<file path="src/rtl/cir_pkg.sv">
`timescale 1ns/1ps
package cir_pkg;

    localparam int REQ_W       = 13;
    localparam int BIT_CLK_OFF = 4;
    localparam int BIT_RX_SVC  = 5;
    localparam int BIT_TX_SVC  = 6;

    typedef logic [REQ_W-1:0] req_vec_t;

    // Meaning of each request flag position
    typedef enum logic [3:0] {
        EV_DATA_DONE  = 4'd0,
        EV_PROG_DONE  = 4'd1,
        EV_CMD_END    = 4'd2,
        EV_STOP_CMD   = 4'd3,
        EV_CLK_OFF    = 4'd4,
        EV_RX_SVC     = 4'd5,
        EV_TX_SVC     = 4'd6,
        EV_TIMER      = 4'd7,
        EV_DATA_ERR   = 4'd8,
        EV_RESP_ERR   = 4'd9,
        EV_RD_STALL   = 4'd10,
        EV_CARD_INT   = 4'd11,
        EV_CARD_ACK   = 4'd12
    } req_id_e;

    // Per-cycle update applied to the flag register
    typedef struct packed {
        req_vec_t set;
        req_vec_t clr;
    } req_upd_t;

    // Registered routing result
    typedef struct packed {
        logic irq;
        logic dma_rx;
        logic dma_tx;
    } route_out_t;

    function automatic req_vec_t one_hot(input int pos);
        req_vec_t v;
        v = '0;
        v[pos] = 1'b1;
        return v;
    endfunction

    // Flags that move to the DMA lines when DMA is enabled
    function automatic req_vec_t svc_bits();
        return one_hot(BIT_RX_SVC) | one_hot(BIT_TX_SVC);
    endfunction

    // Set has priority over clear
    function automatic logic flag_next(input logic q, input logic s, input logic c);
        return s | (q & ~c);
    endfunction

endpackage

</file>
<file path="src/rtl/cir_clk_ctrl.sv">
`timescale 1ns/1ps
module cir_clk_ctrl (
    input  logic clk,
    input  logic rst,
    input  logic start_i,
    input  logic stop_i,
    output logic clk_en_o,
    output logic abort_o,
    output logic off_set_o,
    output logic off_clr_o
);

    logic clk_en_q;
    logic abort_q;

    // Stop is applied after start, so a simultaneous pair leaves the clock off
    always_ff @(posedge clk) begin
        if (rst) begin
            clk_en_q <= 1'b0;
            abort_q  <= 1'b0;
        end else begin
            if (stop_i)
                clk_en_q <= 1'b0;
            else if (start_i)
                clk_en_q <= 1'b1;
            abort_q <= stop_i;
        end
    end

    assign clk_en_o  = clk_en_q;
    assign abort_o   = abort_q;
    assign off_set_o = stop_i;
    assign off_clr_o = start_i & ~stop_i;

endmodule

</file>
<file path="src/rtl/cir_req_bank.sv">
`timescale 1ns/1ps
module cir_req_bank
    import cir_pkg::*;
(
    input  logic     clk,
    input  logic     rst,
    input  req_upd_t upd_i,
    output req_vec_t flags_o
);

    logic [REQ_W-1:0] flag_q;

    for (genvar gi = 0; gi < REQ_W; gi++) begin : g_flag
        always_ff @(posedge clk) begin
            if (rst)
                flag_q[gi] <= 1'b0;
            else
                flag_q[gi] <= flag_next(flag_q[gi], upd_i.set[gi], upd_i.clr[gi]);
        end
    end

    assign flags_o = flag_q;

endmodule

</file>
<file path="src/rtl/cir_route.sv">
`timescale 1ns/1ps
module cir_route
    import cir_pkg::*;
(
    input  logic       clk,
    input  logic       rst,
    input  req_vec_t   flags_i,
    input  req_vec_t   mask_i,
    input  logic       dma_en_i,
    output route_out_t out_o
);

    req_vec_t   eff_mask;
    route_out_t out_d;
    route_out_t out_q;

    always_comb begin
        eff_mask     = mask_i | (dma_en_i ? svc_bits() : '0);
        out_d.irq    = |(flags_i & ~eff_mask);
        out_d.dma_rx = dma_en_i & flags_i[BIT_RX_SVC];
        out_d.dma_tx = dma_en_i & flags_i[BIT_TX_SVC];
    end

    always_ff @(posedge clk) begin
        if (rst)
            out_q <= '0;
        else
            out_q <= out_d;
    end

    assign out_o = out_q;

endmodule

</file>
<file path="src/rtl/card_irq_router.sv">
`timescale 1ns/1ps
module card_irq_router
    import cir_pkg::*;
(
    input  logic             clk,
    input  logic             rst,
    input  logic             mask_wr,
    input  logic [REQ_W-1:0] mask_wdata,
    input  logic             dma_en_wr,
    input  logic             dma_en_wdata,
    input  logic             clk_start,
    input  logic             clk_stop,
    input  logic [REQ_W-1:0] evt_set,
    input  logic [REQ_W-1:0] req_clr,
    input  logic             rx_fifo_rd,
    input  logic             tx_fifo_wr,
    output logic [REQ_W-1:0] pending,
    output logic             irq,
    output logic             dma_rx_req,
    output logic             dma_tx_req,
    output logic             clk_enabled,
    output logic             xfer_abort
);

    req_vec_t   mask_q;
    logic       dma_en_q;
    logic       off_set;
    logic       off_clr;
    req_upd_t   upd;
    req_vec_t   flags;
    route_out_t route;

    // Configuration registers
    always_ff @(posedge clk) begin
        if (rst) begin
            mask_q   <= '0;
            dma_en_q <= 1'b0;
        end else begin
            if (mask_wr)
                mask_q <= mask_wdata;
            if (dma_en_wr)
                dma_en_q <= dma_en_wdata;
        end
    end

    cir_clk_ctrl u_clk (
        .clk       (clk),
        .rst       (rst),
        .start_i   (clk_start),
        .stop_i    (clk_stop),
        .clk_en_o  (clk_enabled),
        .abort_o   (xfer_abort),
        .off_set_o (off_set),
        .off_clr_o (off_clr)
    );

    // Merge every set and clear source into one update word
    always_comb begin
        upd.set = evt_set | (off_set ? one_hot(BIT_CLK_OFF) : '0);
        upd.clr = req_clr
                | (off_clr    ? one_hot(BIT_CLK_OFF) : '0)
                | (rx_fifo_rd ? one_hot(BIT_RX_SVC)  : '0)
                | (tx_fifo_wr ? one_hot(BIT_TX_SVC)  : '0);
    end

    cir_req_bank u_bank (
        .clk     (clk),
        .rst     (rst),
        .upd_i   (upd),
        .flags_o (flags)
    );

    cir_route u_route (
        .clk      (clk),
        .rst      (rst),
        .flags_i  (flags),
        .mask_i   (mask_q),
        .dma_en_i (dma_en_q),
        .out_o    (route)
    );

    assign pending    = flags;
    assign irq        = route.irq;
    assign dma_rx_req = route.dma_rx;
    assign dma_tx_req = route.dma_tx;

endmodule

</file>
<file path="config.mk">
export PLATFORM = sky130hd
export DESIGN_NAME = card_irq_router
export DESIGN_NICKNAME = d
export VERILOG_FILES = /design/src/rtl/cir_pkg.sv /design/src/rtl/cir_clk_ctrl.sv /design/src/rtl/cir_req_bank.sv /design/src/rtl/cir_route.sv /design/src/rtl/card_irq_router.sv
export SDC_FILE = /design/constraint.sdc
export NUM_CORES = 1
export LEC_CHECK = 0
export BUFFER_PORTS_ARGS = -buffer_cell sky130_fd_sc_hd__buf_2
export CAP_MARGIN = 20
export CELL_PAD_IN_SITES_DETAIL_PLACEMENT = 0
export CELL_PAD_IN_SITES_GLOBAL_PLACEMENT = 1
export CORE_ASPECT_RATIO = 0.5
export CORE_MARGIN = 2
export CORE_UTILIZATION = 32
export CTS_BUF_LIST = sky130_fd_sc_hd__clkbuf_16
export DETAILED_ROUTE_END_ITERATION = 12
export PLACE_DENSITY = 0.87
export SLEW_MARGIN = 10
export SYNTH_ARGS = -nofsm -noshare
export SYNTH_HDL_FRONTEND = slang
export SYNTH_SLANG_ARGS = --single-unit
</file>
<file path="constraint.sdc">
create_clock -name clk -period 1.8 [get_ports clk]
set_input_delay 0.27 -clock clk [delete_from_list [all_inputs] [get_ports clk]]
set_output_delay 0.27 -clock clk [all_outputs]
set_load 0.02 [all_outputs]
</file>
# Word-level counts from Yosys, hierarchy flattened
# Cells that the tools add are included.
totals:
  out_inout_bits: 18
  ff_bits: 32
  wordCells: 77
  in_bits: 48
op_classes:
  muxes: 5
  bitwise: 50
  n_reduce_logical: 2
op_table:
  columns: ["cell", "n"]
  rows:
  - ["bitwise OR 13 x 5 -> 13 bit", 2]
  - ["AND 1 bit", 16]
  - ["two-way mux 7 bit", 2]
  - ["inverter 1 bit", 14]
  - ["AND 13 bit", 1]
  - ["inverter 13 bit", 1]
  - ["bitwise OR 1 bit", 13]
  - ["bitwise OR 13 bit", 1]
  - ["bitwise OR 13 x 6 -> 13 bit", 1]
  - ["bitwise OR 13 x 7 -> 13 bit", 1]
  - ["OR reduction 13 bit", 1]
  - ["two-way mux 5 bit", 2]
  - ["two-way mux 6 bit", 1]
  - ["OR reduction 2 bit", 1]

# Logic depth before layout (Yosys ltp)
logic_depth:
  word_depth: 9
  ltp_mapped: 4

# Cells and area by module
# From an unflattened synthesis, not the netlist that was laid out.
unflattened:
  hier_cells: 132
  hier_area_um2: 1356.3
by_module_without_submodules:
  columns: ["mod", "area_per_inst_um2", "n_inst", "seq_area_each_um2", "cells_per_inst"]
  rows:
  - ["card_irq_router", 533.0, 1, 280.3, 49]
  - ["cir_req_bank", 504.2, 1, 260.2, 53]
  - ["cir_route", 242.7, 1, 60.1, 23]
  - ["cir_clk_ctrl", 76.3, 1, 40.0, 7]

# Worst setup path after synthesis
# No wires, ideal clock.
synth_path:
  path_kind: "reg-to-reg"
  from: "register u_bank.flag_q[3] (netlist: u_bank.flags_o[3])"
  to: "register u_route.out_q (netlist bit u_route.out_o[2])"
  t_required_ns: 1.659
  setup_ns: 0.141
  arrival_time_ns: 0.961
  path_stages_with_launch: 4
  slack_ns: 0.698
  cell_sequence: "dfxtp_1 -> nor2b_1 -> a2111oi_2 -> a41oi_1"
synth_via:
  elab_chain_cells: 2
synth_lines:
  columns: ["element", "line_no", "source"]
  rows:
  - ["start, declared", "cir_req_bank.sv:11", "logic [REQ_W-1:0] flag_q;"]
  - ["start signal, assigned by index", "cir_req_bank.sv:18", "flag_q[gi] <= flag_next(flag_q[gi], upd_i.set[gi], upd_i.clr[gi]);"]
  - ["AND 13 bit", "cir_route.sv:19", "out_d.irq = |(flags_i & ~eff_mask);"]
  - ["OR reduction 13 bit", "cir_route.sv:19", null]
  - ["end signal, assigned", "cir_route.sv:28", "out_q <= out_d;"]
  - ["end, declared", "cir_route.sv:15", "route_out_t out_q;"]
# No other way between the ends.
# A chain may end at the register's enable or synchronous reset.

# Worst setup path after layout
layout_path:
  from: "register u_bank.flag_q[4] (netlist: u_bank.flags_o[4])"
  to: "output port pending[4]"
layout_lines:
  columns: ["element", "line_no", "source"]
  rows:
  - ["end, declared", "card_irq_router.sv:17", "output logic [REQ_W-1:0] pending,"]
# No word-level cell between the ends.

==> metrics.csv <==
stage,metric,value,unit
synth,"Avg Cell Area, Syn",9.32,sq um
worst_setup_path,kind of launch point of the worst setup path,flip-flop,
clock_tree,cell at the root of the clock tree,sky130_fd_sc_hd__clkbuf_16,
placed_design,worst-case setup slack after placement,664,ps
synth,biggest area consumer among synthesized cells,sky130_fd_sc_hd__dfxtp_1,
sta,final hold vios,0,
worst_setup_path,"slowest stage cell, crit path",sky130_fd_sc_hd__dfxtp_1,
worst_setup_path,path type of the worst setup path,flip-flop to output pin,
drt,drt pass-1 iters,4,
clock_tree,worst-skew pair later-pin latency,270,ps
die,die height,47.0,um
clock_tree,Max Buffers Root-to-Sink,2,
synth,"Cell Area, Synth",0.00118,sq mm
drt,Iter 0 DRT Violations,30,
finish,fraction of final layout cells with drive strength greater than 1,37.1,%
synth,fraction of the yosys area taken by sequential cells,54.1,%
die,die footprint,0.00423,sq mm
flow_run,max-cap violation count,0,
placed_design,Routability Congestion,0.698,
synth,most instantiated library cell after synthesis,sky130_fd_sc_hd__dfxtp_1,
placed_design,port bufs,65,
drt,drt drc,0,
sta,unrepaired setup endpoints after global routing,no,
status,result of the run,"complete, no violations",
grt,Total GRT Usage,12.9,%
worst_setup_path,critical path buffer and inverter count,1,
sta,Hold WS,191,ps
clock_tree,cts hold-fix bufs,0,
synth,"top cells by area, synth","sky130_fd_sc_hd__dfxtp_1, sky130_fd_sc_hd__mux2i_1, sky130_fd_sc_hd__nor2_1",
grt,maximum number of pins on one net before global-route repair,33,
drt,post-detailed-routing wire length,2510,um
synth,flop and latch count out of synthesis,32,
sta,Worst Tran Pin Value,548,ps
grt,number of antenna violations at the first check in global routing,0,
synth,Cells after Synth,127,
drt,via count of the routed design,1029,
finish,area used by multi-input combinational logic,459,sq um
sta,worst path setup slack after routing,676,ps
sta,final setup violating endpoints,0,
worst_setup_path,crit-path max FO,3,
synth,multiplexer share of the synthesized area,11.8,%
synth,list of most frequent post-synthesis cells,"sky130_fd_sc_hd__dfxtp_1, sky130_fd_sc_hd__nor2_1, sky130_fd_sc_hd__inv_1",
die,starting density of the core,33.9,%
die,overall die width,90.0,um
synth,fraction of synthesis flops using an asynchronous set or reset pin,0,%
power,sequential cell fraction of total power,44.9,%
clock_tree,cts bufs inserted,5,
synth,predominant post-synthesis flop cell,sky130_fd_sc_hd__dfxtp_1,
worst_setup_path,"Data required, critical path",1530,ps
placed_design,detailed-placement wirelength estimate,1920,um
synth,number of enable-type register cells in the synthesized netlist,0,
sta,worst setup skew after layout,3.82,ps
worst_setup_path,CP top delay family,flip-flops,
power,net switching share of the total power,22.5,%
worst_setup_path,endpoint arrival time on the critical path,850,ps
synth,top-area cell type share of the netlist area,54.1,%
power,maximum resistive drop on vdd,381,uV
power,power spent charging and discharging nets,390,uW
synth,compound-gate portion of the synthesized area,10.5,%
min_path,launch point of the worst hold path,clk_stop,
min_path,class of the most critical hold timing path,input pin to flip-flop,
synth,number of warnings printed during yosys synthesis,0,
grt,via count of the first global-routing pass,932,
clock_tree,htree depth,2,
synth,Synth Net Count,175,
power,Internal Pwr Total,1340,uW
synth,synthesized-area fraction occupied by adder cells,0,%
die,CORE AREA,0.00349,sq mm
sta,Max-slew headroom,63.5,%
sta,Final Cycle Share,62.4,%
drt,routed length per instance,10.2,um
clock_tree,post-cts resize count,0,
drt,DR vias/cell,4.20,
finish,filler cell count in the final layout,362,
worst_setup_path,worst-path cell chain,buf_2,
power,Pleak,0.000879,uW
finish,FF/Latch Area,641,sq um
power,Gate power share,11.5,%
grt,sum of overflow across all layers after global routing,0,
sta,Highest Clock Rate,0.890,GHz
worst_setup_path,Reg2Reg Launch Point,u_bank.flags_o[2],
finish,number of antenna diodes,0,
synth,xor/xnor cell area share of the yosys netlist,0,%
finish,area growth from synthesis to final layout,41.8,%
clock_tree,Worst-path clk slew,50,ps
synth,dominant combinational cell family by area after synthesis,simple AND/OR/NAND/NOR gates,
clock_tree,# Post-CTS Setup Buffers,0,
power,Pwr Density,1030,mW/mm^2
die,Cell Rows,15,
sta,Setup Total Neg Slack,0,ps
clock_tree,number of clock sinks seen by CTS,32,
drt,number of nets with antenna violations after detailed routing,0,
sta,final max-slew violation count,0,
synth,simple logic cell fraction of the synthesized area,16.5,%
synth,number of distinct library cell variants in the gate-level netlist after synthesis,17,
clock_tree,TritonCTS clock tree,built,
worst_setup_path,beginning of the critical path,u_bank.flags_o[4],
power,clock share of power,43.6,%
sta,post-route minimum period,1120,ps
finish,total number of nets in the final design,242,
worst_setup_path,sort of element at the end of the critical path,output pin,
die,number of top-level design ports,66,
grt,wire length of the first global-routing pass,4040,um
worst_setup_path,"slowest stage delay, CP",390,ps
-- cell type report --
cell class	count	area share, %
clock buffer	5	7.46
sequential	32	38.2
clock inverter	2	0.447
tap	51	3.80
multi-input combinational	75	27.4
inverter	15	3.36
timing repair buffer	65	19.4
-- per-stage QoR --
| stage | utilization, % | cells | power [uW] | cell area [sq um] |
|---|---|---|---|---|
| global placement | 44.3 | 238 | 991 | 1550 |
| finish | 48.1 | 245 | 1730 | 1680 |
| CTS | 48.1 | 245 | 1760 | 1680 |
| floorplan | - | 127 | 906 | 1180 |
| detailed placement | 44.3 | 238 | 994 | 1550 |
| global route | 48.1 | 245 | 1810 | 1680 |
-- flip-flops by register name, indices dropped and copies added, names as in the netlist --
signal          count
mask_q             13
u_bank.flags_o     13
u_route.out_o       3
dma_en_q            1
u_clk.abort_o       1
u_clk.clk_en_o      1
-- worst paths after layout --
check,end,slack [ps],cells past startpoint
worst max register to register,u_route.out_o[2],690,3
worst min-delay path,u_clk.clk_en_o,190,2
worst min register to register,mask_q[5],490,2
worst max-delay path,pending[4],680,1
-- routing by layer --
layer	wire length, um	global-route usage [%]	up-vias
met2	1160	20.2	22
met1	1160	15.1	458
li1	-	-	545
met5	0	0	-
met4	44	8.31	0
met3	138	5.78	4
-- cell families after synthesis --
family          Yosys count
flops                    32
compound gates           18
mux                      14
buf+inv                  20
simple gates             43
-- cells in the final DEF (no fill, tap or decap), types with 2 or more instances in the layout --
master | netlist | final
sky130_fd_sc_hd__a2111oi_2 | 2 | 2
sky130_fd_sc_hd__a21oi_1 | 12 | 12
sky130_fd_sc_hd__and3b_1 | 2 | 2
sky130_fd_sc_hd__buf_2 | 1 | 65
sky130_fd_sc_hd__clkbuf_16 | 0 | 5
sky130_fd_sc_hd__clkinv_1 | 0 | 2
sky130_fd_sc_hd__dfxtp_1 | 32 | 32
sky130_fd_sc_hd__inv_1 | 15 | 15
sky130_fd_sc_hd__mux2i_1 | 14 | 14
sky130_fd_sc_hd__nand2b_1 | 2 | 2
sky130_fd_sc_hd__nor2_1 | 31 | 31
sky130_fd_sc_hd__nor2b_1 | 7 | 7
-- power by group through the flow --
stage	combinational, uW	sequential, uW	clock [uW]
finish	200	778	755
CTS	204	778	775
detailed placement	203	791	0
global placement	200	790	0
global route	223	782	809
floorplan	89.7	816	0
Power figures use the tool's default switching activity.
